<file path="src/rtl/tso_pkg.sv">
// Shared encodings for the timed event stream operator unit.
// Assumes: the operator and function codes are stable while out of reset.
package tso_pkg;
    typedef enum logic [2:0] {
        OP_LIFT   = 3'd0,
        OP_LAST   = 3'd1,
        OP_TIME   = 3'd2,
        OP_FILTER = 3'd3,
        OP_MERGE  = 3'd4,
        OP_CONST  = 3'd5
    } op_e;

    typedef enum logic [2:0] {
        FN_ADD    = 3'd0,
        FN_LESS   = 3'd1,
        FN_EQUAL  = 3'd2,
        FN_NOT    = 3'd3,
        FN_SELECT = 3'd4
    } fn_e;
endpackage

</file>
<file path="src/rtl/tso_step_arb.sv">
// Step arbiter: decides which input events are consumed this cycle.
// Assumes: each stream's timestamps strictly increase; an end-flagged
// offer is never consumed; unary mode looks at A only and drains B.
module tso_step_arb #(
    parameter int TS_W = 32
) (
    input  logic            clk,
    input  logic            rst_n,
    input  logic            mode_unary,
    input  logic            mode_idle,
    input  logic            a_vld,
    input  logic            a_fin,
    input  logic [TS_W-1:0] a_ts,
    input  logic            b_vld,
    input  logic            b_fin,
    input  logic [TS_W-1:0] b_ts,
    output logic            take_a,
    output logic            take_b
);
    logic a_ev, b_ev;

    assign a_ev = a_vld && !a_fin;
    assign b_ev = b_vld && !b_fin;

    // Pick the smaller timestamp, or both when they tie.
    always_comb begin
        take_a = 1'b0;
        take_b = 1'b0;
        if (mode_idle) begin
            take_a = 1'b0;
            take_b = 1'b0;
        end else if (mode_unary) begin
            take_a = a_ev;
            take_b = b_ev;
        end else if (a_vld && b_vld) begin
            if (a_fin && !b_fin) begin
                take_b = 1'b1;
            end else if (b_fin && !a_fin) begin
                take_a = 1'b1;
            end else if (!a_fin && !b_fin) begin
                take_a = (a_ts <= b_ts);
                take_b = (b_ts <= a_ts);
            end
        end
    end

    // a two-input step consumes both only on equal timestamps
    a_r2_tie_equal: assert property (@(posedge clk) disable iff (!rst_n)
        (!mode_unary && take_a && take_b) |-> (a_ts == b_ts));
    // an end-flagged offer is never consumed
    a_r2_fin_kept: assert property (@(posedge clk) disable iff (!rst_n)
        ((a_vld && a_fin) |-> !take_a) and ((b_vld && b_fin) |-> !take_b));
    // two-input operators advance only with both sides present
    a_r2_both_present: assert property (@(posedge clk) disable iff (!rst_n)
        (!mode_unary && !mode_idle && (take_a || take_b)) |-> (a_vld && b_vld));
    // const mode never accepts input
    a_r10_idle_no_take: assert property (@(posedge clk) disable iff (!rst_n)
        mode_idle |-> (!take_a && !take_b));
endmodule

</file>
<file path="src/rtl/tso_op_eval.sv">
// Operator evaluator: combinational result of one step, given the held
// state from before the step and the events being consumed.
// Assumes: take_a/take_b come from the step arbiter of the same cycle.
module tso_op_eval
    import tso_pkg::*;
#(
    parameter int TS_W   = 32,
    parameter int DATA_W = 32
) (
    input  op_e               op,
    input  fn_e               fn,
    input  logic [DATA_W-1:0] cfg_value,
    input  logic              take_a,
    input  logic              take_b,
    input  logic [TS_W-1:0]   a_ts,
    input  logic [DATA_W-1:0] a_data,
    input  logic [TS_W-1:0]   b_ts,
    input  logic [DATA_W-1:0] b_data,
    input  logic [DATA_W-1:0] held_a,
    input  logic [DATA_W-1:0] held_b,
    input  logic              seen_a,
    input  logic              seen_b,
    input  logic              const_done,
    output logic              emit,
    output logic [TS_W-1:0]   ev_ts,
    output logic [DATA_W-1:0] ev_data
);
    localparam logic [DATA_W-1:0] ZERO = '0;

    logic [DATA_W-1:0] nxt_a, nxt_b;
    logic              nxt_sa, nxt_sb, step;

    // Signal view of each input after this step's events are applied.
    always_comb begin
        nxt_a  = take_a ? a_data : held_a;
        nxt_b  = take_b ? b_data : held_b;
        nxt_sa = seen_a || take_a;
        nxt_sb = seen_b || take_b;
        step   = take_a || take_b;
    end

    // Per-operator emission rule and result value.
    always_comb begin
        emit    = 1'b0;
        ev_ts   = take_a ? a_ts : b_ts;
        ev_data = ZERO;
        unique case (op)
            OP_LIFT: begin
                if (fn == FN_NOT) begin
                    emit    = take_a;
                    ev_data = {{(DATA_W-1){1'b0}}, ~a_data[0]};
                end else begin
                    emit = step && nxt_sa && nxt_sb;
                    case (fn)
                        FN_ADD:    ev_data = nxt_a + nxt_b;
                        FN_LESS:   ev_data = {{(DATA_W-1){1'b0}}, (nxt_a < nxt_b)};
                        FN_EQUAL:  ev_data = {{(DATA_W-1){1'b0}}, (nxt_a == nxt_b)};
                        FN_SELECT: ev_data = nxt_a[0] ? nxt_b : cfg_value;
                        default:   emit    = 1'b0;
                    endcase
                end
            end
            OP_LAST: begin
                emit    = take_b && seen_a;
                ev_ts   = b_ts;
                ev_data = held_a;
            end
            OP_TIME: begin
                emit    = take_a;
                ev_ts   = a_ts;
                ev_data = DATA_W'(a_ts);
            end
            OP_FILTER: begin
                emit    = take_a && nxt_sb && nxt_b[0];
                ev_ts   = a_ts;
                ev_data = a_data;
            end
            OP_MERGE: begin
                emit    = step;
                ev_data = take_a ? a_data : b_data;
            end
            OP_CONST: begin
                emit    = !const_done;
                ev_ts   = '0;
                ev_data = cfg_value;
            end
            default: emit = 1'b0;
        endcase
    end
endmodule

</file>
<file path="src/rtl/tso_unit.sv">
// Timed event stream operator unit (top). It holds the per-input latest
// value and seen flags, the const-done flag, and the registered output.
// Assumes: cfg_* are steady out of reset; per-stream timestamps strictly
// increase; an offer stays unchanged until its ready is high.
module tso_unit
    import tso_pkg::*;
#(
    parameter int TS_W   = 32,
    parameter int DATA_W = 32
) (
    input  logic              clk,
    input  logic              rst_n,
    input  logic [2:0]        cfg_op,
    input  logic [2:0]        cfg_fn,
    input  logic [DATA_W-1:0] cfg_value,
    input  logic              a_vld,
    input  logic              a_fin,
    input  logic [TS_W-1:0]   a_ts,
    input  logic [DATA_W-1:0] a_data,
    output logic              a_rdy,
    input  logic              b_vld,
    input  logic              b_fin,
    input  logic [TS_W-1:0]   b_ts,
    input  logic [DATA_W-1:0] b_data,
    output logic              b_rdy,
    output logic              out_vld,
    output logic [TS_W-1:0]   out_ts,
    output logic [DATA_W-1:0] out_data
);
    op_e               op;
    fn_e               fn;
    logic              mode_unary, mode_idle;
    logic              take_a, take_b;
    logic [DATA_W-1:0] held_a, held_b;
    logic              seen_a, seen_b, const_done;
    logic              emit;
    logic [TS_W-1:0]   ev_ts;
    logic [DATA_W-1:0] ev_data;

    // Decode configuration into the arbiter's mode inputs.
    always_comb begin
        op         = op_e'(cfg_op);
        fn         = fn_e'(cfg_fn);
        mode_unary = (op == OP_TIME) || ((op == OP_LIFT) && (fn == FN_NOT));
        mode_idle  = (cfg_op > 3'd5) || (op == OP_CONST);
    end

    tso_step_arb #(.TS_W(TS_W)) arb_i (
        .clk        (clk),
        .rst_n      (rst_n),
        .mode_unary (mode_unary),
        .mode_idle  (mode_idle),
        .a_vld      (a_vld),
        .a_fin      (a_fin),
        .a_ts       (a_ts),
        .b_vld      (b_vld),
        .b_fin      (b_fin),
        .b_ts       (b_ts),
        .take_a     (take_a),
        .take_b     (take_b)
    );

    assign a_rdy = take_a;
    assign b_rdy = take_b;

    tso_op_eval #(.TS_W(TS_W), .DATA_W(DATA_W)) eval_i (
        .op         (op),
        .fn         (fn),
        .cfg_value  (cfg_value),
        .take_a     (take_a),
        .take_b     (take_b),
        .a_ts       (a_ts),
        .a_data     (a_data),
        .b_ts       (b_ts),
        .b_data     (b_data),
        .held_a     (held_a),
        .held_b     (held_b),
        .seen_a     (seen_a),
        .seen_b     (seen_b),
        .const_done (const_done),
        .emit       (emit),
        .ev_ts      (ev_ts),
        .ev_data    (ev_data)
    );

    // Latest value and seen flag of each input, updated on consumption.
    always_ff @(posedge clk) begin
        if (!rst_n) begin
            held_a <= '0;
            held_b <= '0;
            seen_a <= 1'b0;
            seen_b <= 1'b0;
        end else begin
            if (take_a) begin
                held_a <= a_data;
                seen_a <= 1'b1;
            end
            if (take_b) begin
                held_b <= b_data;
                seen_b <= 1'b1;
            end
        end
    end

    // Const fires once; the flag sets on the first cycle out of reset.
    always_ff @(posedge clk) begin
        if (!rst_n) const_done <= 1'b0;
        else        const_done <= 1'b1;
    end

    // Registered output event.
    always_ff @(posedge clk) begin
        if (!rst_n) begin
            out_vld  <= 1'b0;
            out_ts   <= '0;
            out_data <= '0;
        end else begin
            out_vld  <= emit;
            out_ts   <= ev_ts;
            out_data <= ev_data;
        end
    end

    // Checker state: timestamp of the previous output event.
    logic            have_out;
    logic [TS_W-1:0] prev_ts;
    always_ff @(posedge clk) begin
        if (!rst_n) begin
            have_out <= 1'b0;
            prev_ts  <= '0;
        end else if (out_vld) begin
            have_out <= 1'b1;
            prev_ts  <= out_ts;
        end
    end

    // output timestamps never decrease
    a_r11_ts_order: assert property (@(posedge clk) disable iff (!rst_n)
        (out_vld && have_out) |-> (out_ts >= prev_ts));
    // a two-input lift result needs both inputs seen
    a_r3_lift_seen: assert property (@(posedge clk) disable iff (!rst_n)
        (out_vld && op == OP_LIFT && fn != FN_NOT) |-> (seen_a && seen_b));
    // a passed event implies the control signal is true
    a_r8_filter_gate: assert property (@(posedge clk) disable iff (!rst_n)
        (out_vld && op == OP_FILTER) |-> (seen_b && held_b[0]));
    // last emits only when an earlier A value existed before the step
    a_r6_last_prior: assert property (@(posedge clk) disable iff (!rst_n)
        (out_vld && op == OP_LAST) |-> $past(seen_a));
    // the const event carries timestamp 0 and the configured value
    a_r10_const_event: assert property (@(posedge clk) disable iff (!rst_n)
        (out_vld && op == OP_CONST) |-> (out_ts == '0 && out_data == cfg_value));
    // nothing is consumed from an input that is not valid
    a_r1_no_phantom: assert property (@(posedge clk) disable iff (!rst_n)
        (!a_vld |-> !a_rdy) and (!b_vld |-> !b_rdy));
endmodule

</file>
<file path="config.mk">
export PLATFORM = sky130hd
export DESIGN_NAME = tso_unit
export DESIGN_NICKNAME = d
export VERILOG_FILES = /design/src/rtl/tso_pkg.sv /design/src/rtl/tso_step_arb.sv /design/src/rtl/tso_op_eval.sv /design/src/rtl/tso_unit.sv
export SDC_FILE = /design/constraint.sdc
export NUM_CORES = 1
export LEC_CHECK = 0
export CORE_MARGIN = 1
export CORE_UTILIZATION = 53
export DETAILED_ROUTE_END_ITERATION = 7
export PLACE_DENSITY = 0.83
export SYNTH_ARGS = -nofsm -noshare
export SYNTH_HDL_FRONTEND = slang
export SYNTH_HIERARCHICAL = 1
export SYNTH_SLANG_ARGS = --single-unit
</file>
<file path="constraint.sdc">
create_clock -name clk -period 7.65 [get_ports clk]
set_clock_uncertainty 0.05 [all_clocks]
set_input_delay 0.765 -clock clk [delete_from_list [all_inputs] [get_ports clk]]
set_output_delay 0.765 -clock clk [all_outputs]
set_load 0.01 [all_outputs]
</file>
==> results of run 1 <==
## registers in the layout, summed over array words and instances (netlist names)
name / count
held_a: 32
held_b: 32
out_data: 32
out_ts: 32
const_done: 1
out_vld: 1
seen_a: 1
seen_b: 1
## per-layer routing
metal  GRT usage, %  up-vias
met2           57.1      626
met5              0        -
met1           47.9     5275
li1               -     5304
met4           16.8        0
met3           8.85      111
## worst reg2reg max path, cell delays in order, from the launching register on
cell and delay (ns):
dfxtp_1 0.33, mux2_2 0.28, ha_1 0.40, or4_4 0.58, or4b_4 0.50, a21oi_4 0.15
a2111oi_4 0.10, o41ai_2 0.48, a31oi_1 0.19, xnor2_1 0.17, o221ai_1 0.12, and2_1 0.21
## per-stage QoR
stage                     hold slack, ns  instance area (µm²)  std cells  setup slack, ns  utilization (%)
after floorplan                    0.391                11100       1401            0.939                -
after detailed placement           0.416                13600       1846            0.841             66.6
after CTS                          0.429                14200       1877             1.28             69.5
after global routing               0.472                14200       1877            0.824             69.5
final                              0.433                14200       1879             1.14             69.5
after global placement             0.403                13600       1846            0.910             66.6
## report_power, final
part | internal [mW] | leakage [nW] | switching [mW]
Sequential | 0.723 | 1.08 | 0.0137
Clock | 0.535 | 0.288 | 0.329
Combinational | 0.285 | 4.50 | 0.340
Total | 1.54 | 5.87 | 0.683
## cell families after synthesis
kind of cell	synth area share [%]
flip-flops	23.8
multiplexers	14.6
AND/OR/NAND/NOR	19.6
AO/OA/AOI/OAI	21.2
adder cells (fa/ha/maj)	11.0
XOR/XNOR	2.13
buffers and inverters	7.68
## placed cells by master (no fill, tap or decap), types with 4 or more instances in the layout
master / instances
a211oi_1: 13
and2b_1: 4
a22oi_1: 13
nand3_1: 12
nand2_1: 148
a21oi_1: 80
o21bai_1: 12
o221ai_1: 15
mux2i_1: 131
nand4_1: 11
clkdlybuf4s50_1: 236
inv_2: 6
o31a_1: 5
a31oi_1: 6
buf_4: 20
xnor2_1: 26
o21ai_0: 115
o21ai_1: 17
a221oi_1: 15
dfxtp_1: 132
nand2b_1: 10
or3_1: 6
and2_1: 66
mux2_2: 28
o21a_1: 7
o211ai_1: 9
o22ai_1: 18
clkbuf_16: 17
nor4_1: 6
nor3_1: 9
nor2_1: 65
nor2b_1: 73
inv_1: 102
o31ai_1: 7
ha_1: 95
## final cells by class
class / instances / share of cell area (%)
multi-input cells: 1076 / 53.9
repair buffers: 258 / 17.8
flip-flops and latches: 132 / 18.7
diodes: 2 / 0.0353
well taps: 270 / 2.39
clock inverters: 9 / 0.901
inverters: 110 / 2.92
clock buffers: 22 / 3.35
## worst max path at each step
stage	start	end	slack [ns]	depth (start not counted)
after global placement	a_ts[21]	out_data[31]	0.91	20
after floorplan	a_ts[13]	out_data[27]	0.94	22
after CTS	a_ts[21]	out_data[31]	1.28	20
after detailed placement	a_ts[21]	out_data[29]	0.84	19
after global routing	a_ts[13]	out_data[17]	0.82	20
final	a_ts[13]	out_data[31]	1.14	20
==> results.tsv, run 1 <==
stage	metric	value	unit
grt	grt_pass1_wl	60700	µm
floorplan	core	20400	µm²
cts	postCtsSetupRepairBufs	0	
setup_path	rr_startpoint	held_a[8]	
synthesis	syn_nets	1669	
grt	grt_usage	36.7	%
synthesis	syn_area	11100	µm²
power_and_ir_drop	ir_drop	155	µV
detailed_routing	top_layer_used	met4	
cells_and_area	multi_input_area	7640	µm²
synthesis	synthTopCellsByArea	dfxtp_1 24%, mux2i_1 12%, ha_1 11%	
setup_path	endpoint_kind	flip-flop	
setup_path	worstPathMaxFanout	34	
timing	relSlewSlack	9.27	%
synthesis	synth.top_cell.area_share	23.8	%
cells_and_area	drive_above_1_share	6.53	%
setup_path	rr_worst_depth	11	
synthesis	netlist_top_cells_count	148 x nand2_1, 132 x dfxtp_1, 131 x mux2i_1	
timing	final_max_slew_viol_count	0	
floorplan	io_pins	239	
power_and_ir_drop	leakagePower	5.87	nW
grt	grt_overflow	0	
worst_hold_path	whs_path_depth	1	
timing	period_needed	6.51	ns
synthesis	synth-warning-count	6	
timing	tightest_slew	1.36	ns
cts	cts-hold-fix-buffers	0	
timing	fin_tns_setup	0	ns
synthesis	syn_inst	1401	
setup_path	required	7.97	ns
setup_path	r2r_slack	3.98	ns
cts	cts_buffers	17	
grt	grt_max_degree	133	
detailed_routing	routed-wl-met3	4400	µm
grt	antenna_found_initial	1	
setup_path	regToRegEndpoint	out_data[29]	
cells_and_area	register_area	2640	µm²
synthesis	synth.most_common_cell	nand2_1	
status	outcome	complete, no violations	
detailed_routing	drtIter0Drc	1119	
floorplan	die_h	147	µm
detailed_routing	via_per_inst	6.02	
floorplan	die-area	21500	µm²
setup_path	critPathLaunchType	primary input	
synthesis	synth.distinct_cells	78	
setup_path	criticalPathCategory	in -> reg	
power_and_ir_drop	powerDensity	157	nW/µm²
synthesis	synth.avg_cell_area	7.93	µm²
timing	finalSetupViolations	0	
cts	clock_latency	0.43	ns
setup_path	cp.buffers_inverters	4	
cts	ctsResizeCount	0	
worst_hold_path	holdPathEnd	seen_b	
synthesis	ys_async_sr_fraction	0	%
cts	clk_pin_slew_worst_paths	0.06	ns
cells_and_area	syn2layout_area_growth	27.5	%
synthesis	ys_ff_latch	132	
setup_path	cpMostUsedCell	ha_1	
setup_path	cp_data_arrival_time	6.83	ns
detailed_routing	wl	40100	µm
floorplan	start_util	54.5	%
cts	htreeDepth	4	
worst_hold_path	hold_class	reg -> reg	
timing	finalHoldViolations	0	
synthesis	yosysTopAreaCell	dfxtp_1	
placed_design	port_buffers	238	
placed_design	hpwlAfterDp	29900	µm
synthesis	seq_area_frac_synth	23.8	%
setup_path	critical-path-slowest-cell	clkdlybuf4s50_1	
cells_and_area	n_fill_cell	1704	
timing	max_freq	0.154	GHz
detailed_routing	wl_met2	17500	µm
power_and_ir_drop	total_power	2.23	mW
setup_path	crit_chain	clkdlybuf4s50_1 > inv_1 > ha_1 > nand4_2 > or4_4 > o21ai_1 > a21oi_1 > a21oi_4 > buf_4 > o21ai_0 > ha_1 > inv_2 > a2111oi_0 > a2111oi_1 > a2111oi_4 > a22o_4 > o41ai_4 > or4_1 > nand3_1 > and2_1	
worst_hold_path	min_from	seen_b	
run	drv_cap	0	
detailed_routing	remaining_drc_errors	0	
cells_and_area	nNetsFinal	1863	
floorplan	row_count	52	
timing	period_share	85.1	%
cts	cts_root_buf	clkbuf_16	
detailed_routing	wl_per_cell	21.3	µm
detailed_routing	drt_pre_antenna_iters	5	
cts	cts_tree	done	
synthesis	synth_flop_cell	dfxtp_1	
detailed_routing	via_count	11300	
setup_path	max_stage_delay	0.66	ns
cts	clock_path_buffers	2	
floorplan	fp.dieW	147	µm
cts	clkSinkCount	132	
detailed_routing	met1_length	16600	µm
setup_path	cp_top_family	compound AO/OA/AOI/OAI gates	
detailed_routing	ant_nets	0	
placed_design	gp_congestion	1.01	
grt	grt_pass1_vias	11000	
timing	rsz0062_at_grt	false	
synthesis	synth_edf_count	0	
No activity file was read; power rests on OpenSTA's default activity.
==> run 2: changes to the inputs <==
ABC_CLOCK_PERIOD_IN_PS = 7650   (was default)
CORE_UTILIZATION = 52   (was 53)
SYNTH_HIERARCHICAL = default   (was 1)
==> run 2 against run 1 <==
Routed wire length down 11%. Synthesized area down 8.5%. Sequential power down 0.8%. Critical endpoint is now out_data[30]. Final area down 6.2%. Clock power about the same. Via count down 5.8%. Die area down 6.6%. Total power down 4.4%. Cell count down 10%. Critical path type unchanged. Sequential cell count unchanged. Hold slack worse by 0.011 ns.
==> results.tsv, run 2 <==
stage	metric	value	unit	change
cells_and_area	syn2layout_area_growth	30.6	%	
cts	cts_buffers	17		unchanged
timing	final_max_slew_viol_count	0		unchanged
setup_path	cp.buffers_inverters	4		unchanged
floorplan	core	19000	µm²	-6.9%
cts	clkSinkCount	132		unchanged
cells_and_area	drive_above_1_share	7.84	%	+1.3 points
grt	grt_overflow	0		unchanged
setup_path	rr_worst_depth	12		+1
cts	cts-hold-fix-buffers	0		unchanged
setup_path	cp_data_arrival_time	6.87	ns	+0.04 ns
floorplan	fp.dieW	142	µm	-3.4%
worst_hold_path	min_from	seen_a		
synthesis	syn_inst	1227		-12%
floorplan	die-area	20100	µm²	-6.6%
timing	finalWorstSetupSlack	1.04	ns	-0.0998 ns
setup_path	required	7.91	ns	-0.06 ns
synthesis	synthTopCellsByArea	dfxtp_1 26%, ha_1 12%, mux2i_1 5.1%		
setup_path	rr_startpoint	held_b[0]		
synthesis	yosys.area_share.simple	15.9	%	-3.7 points
synthesis	yosys-mux-area-fraction	11.1	%	-3.5 points
power_and_ir_drop	powerDensity	160	nW/µm²	+2.0%
placed_design	pre_cts_ws	0.617	ns	-0.224 ns
cells_and_area	final_common_cell	clkdlybuf4s50_1		
synthesis	yosysTopAreaCell	dfxtp_1		
synthesis	ys_async_sr_fraction	0	%	unchanged
grt	grt_usage	35.4	%	-1.3 points
setup_path	regToRegEndpoint	out_data[30]		
timing	finalHoldViolations	0		unchanged
placed_design	port_buffers	238		unchanged
synthesis	syn_area	10200	µm²	-8.5%
setup_path	worstPathMaxFanout	12		-65%
cts	cts_root_buf	clkbuf_16		
setup_path	cp_top_family	compound AO/OA/AOI/OAI gates		
synthesis	synth_top_family_by_area	compound AO/OA/AOI/OAI gates		
timing	tightest_slew	1.26	ns	-0.0960 ns
synthesis	synth_compound_area_share	26.0	%	+4.8 points
worst_hold_path	holdPathEnd	seen_a		
grt	grt_max_degree	85		-36%
run	drv_cap	0		unchanged
setup_path	critPathLaunchType	primary input		
cts	postCtsSetupRepairBufs	0		unchanged
synthesis	seq_area_frac_synth	26.0	%	+2.2 points
timing	max_freq	0.151	GHz	-1.5%
power_and_ir_drop	ir_drop	163	µV	+4.8%
synthesis	ys_ff_latch	132		unchanged
worst_hold_path	hold_class	reg -> reg		
setup_path	endpoint_kind	flip-flop		
placed_design	hpwlAfterDp	25500	µm	-14%
placed_design	gp_congestion	0.957		-5.6%
timing	fin_tns_setup	0	ns	unchanged
floorplan	die_h	142	µm	-3.4%
cts	htreeDepth	4		unchanged
timing	rsz0062_at_grt	false		
power_and_ir_drop	leakagePower	5.99	nW	+2.1%
setup_path	criticalPathCategory	in -> reg		
worst_hold_path	whs_path_depth	1		unchanged
grt	grt_pass1_vias	10100		-8.1%
grt	grt_pass1_wl	54400	µm	-10%
floorplan	start_util	53.6	%	-0.92 points
synthesis	synth-warning-count	0		-6
synthesis	synth.distinct_cells	73		-6.4%
synthesis	synth.top_cell.area_share	26.0	%	+2.2 points
floorplan	io_pins	239		unchanged
setup_path	max_stage_delay	0.65	ns	about the same
placed_design	placed_cell_area	12700	µm²	-6.5%
timing	period_share	86.4	%	+1.3 points
timing	finalSetupViolations	0		unchanged
timing	period_needed	6.61	ns	+0.0998 ns
placed_design	dpl.cell_count	1656		-10%
cells_and_area	stdcell_count	1688		-10%
synthesis	netlist_top_cells_count	132 x dfxtp_1, 101 x a21oi_1, 95 x ha_1		
synthesis	synthAdderAreaFrac	11.9	%	+0.92 points
timing	relSlewSlack	15.5	%	+6.3 points
detailed_routing	via_count	10700		-5.8%
setup_path	crit_chain	clkdlybuf4s50_1 > inv_1 > ha_1 > nand4_1 > nor4_1 > nand3b_1 > a31oi_1 > a211oi_2 > o21bai_4 > buf_4 > mux2i_1 > inv_1 > fa_1 > a21o_1 > a221oi_2 > o21ai_2 > a2111oi_2 > o31ai_1 > and2_1 > o311ai_1 > mux2_1 > or3_1		
synthesis	synth.avg_cell_area	8.28	µm²	+4.5%
cells_and_area	diodes	0		-2
cells_and_area	layout_common_cells	237 x clkdlybuf4s50_1, 132 x dfxtp_1, 101 x a21oi_1		
status	outcome	complete, no violations		
setup_path	cpMostUsedCell	inv_1		
detailed_routing	drt_pre_antenna_iters	5		unchanged
detailed_routing	drtIter0Drc	1244		+11%
timing	whs	0.422	ns	-0.0111 ns
cells_and_area	nNetsFinal	1683		-9.7%
cts	ctsResizeCount	0		unchanged
synthesis	synth_flop_cell	dfxtp_1		
grt	antenna_found_initial	0		-1
synthesis	synth.most_common_cell	dfxtp_1		
cts	clock_path_buffers	2		unchanged
setup_path	critical-path-slowest-cell	nor4_1		
synthesis	synth_edf_count	0		unchanged
cts	clock_latency	0.44	ns	about the same
detailed_routing	remaining_drc_errors	0		unchanged
cts	clk_pin_slew_worst_paths	0.06	ns	about the same
detailed_routing	via_per_inst	6.31		+4.9%
synthesis	synth_xor_xnor_area_share	2.33	%	+0.20 points
floorplan	row_count	50		-3.8%
synthesis	syn_nets	1495		-10%
setup_path	r2r_slack	3.83	ns	-0.15 ns
detailed_routing	wl	35800	µm	-11%
detailed_routing	ant_nets	0		unchanged
cts	cts_tree	done		
cells_and_area	post-route-cell-area	13300	µm²	-6.2%
detailed_routing	wl_per_cell	21.2	µm	-0.60%
==> run 2: cell count changes in the layout (fill, tap and decap cells not counted), moves of 20 or more <==
cell      before  now
nand2_1      148   86
mux2i_1      131   52
and2_1        66   42
and3_1         0   23
o211ai_1       9   41
a22o_1         3   36
inv_1        102   82
o21ai_0      115   53
nor2b_1       73   37
a21oi_1       80  101
==> run 2: routing by layer <==
| metal | up-vias | share of wire [%] | global-route usage (%) |
|---|---|---|---|
| met5 | - | 0 | 0 |
| met2 | 708 | 44 | 55.9 |
| li1 | 4843 | - | - |
| met1 | 4987 | 40 | 44.9 |
| met4 | 0 | 3.9 | 18.1 |
| met3 | 121 | 11 | 8.27 |
==> run 2: final cells by class <==
cell class                 instances  area, µm²
timing repair buffer             254       2510
clock buffer                      20        457
tap                              260        325
multi-input combinational        926       6870
sequential                       132       2640
inverter                          84        315
clock inverter                    12        154
fill                            1483       5680
==> run 2: logic make-up (layout without fill, tap and decap cells) <==
kind of cell | count (synthesis) | after routing
AO/OA/AOI/OAI | 393 | 393
AND/OR/NAND/NOR | 314 | 314
buffers and inverters | 169 | 370
flip-flops | 132 | 132
adder cells (fa/ha/maj) | 96 | 96
multiplexers | 96 | 96
XOR/XNOR | 27 | 27
==> run 2: through the flow <==
| stage | utilization, % | total power, mW |
|---|---|---|
| floorplan | - | 1.02 |
| global placement | 66.8 | 1.25 |
| detailed placement | 66.8 | 1.26 |
| CTS | 70.0 | 2.12 |
| global route | 70.0 | 2.20 |
| finish | 70.0 | 2.13 |
==> run 2: worst register-to-register path, stage by stage, from the launching register on <==
cell and delay [ns]:
dfxtp_1 0.31, mux2_2 0.30, ha_1 0.25, fa_1 0.41
a21o_1 0.22, a221oi_2 0.35, o21ai_2 0.17, a2111oi_2 0.38
o31ai_1 0.15, and2_1 0.20, o311ai_1 0.26, mux2_1 0.36
or3_1 0.31
==> run 2: worst max path at each step <==
stage               startpoint      endpoint  slack [ns]  cells past startpoint
floorplan             a_ts[14]  out_data[30]        1.79                     22
global placement      a_ts[31]  out_data[30]        0.87                     22
detailed placement    a_ts[31]  out_data[30]        0.62                     22
CTS                   a_ts[31]  out_data[30]        1.04                     22
global route          a_ts[31]  out_data[30]        0.58                     22
finish                a_ts[31]  out_data[30]        1.04                     22
==> run 2: where the power goes <==
group / total [mW] / switching [mW] / internal [mW]
clock: 0.866 / 0.336 / 0.530
combinational: 0.532 / 0.280 / 0.252
sequential: 0.731 / 0.0110 / 0.720
total: 2.13 / 0.627 / 1.50
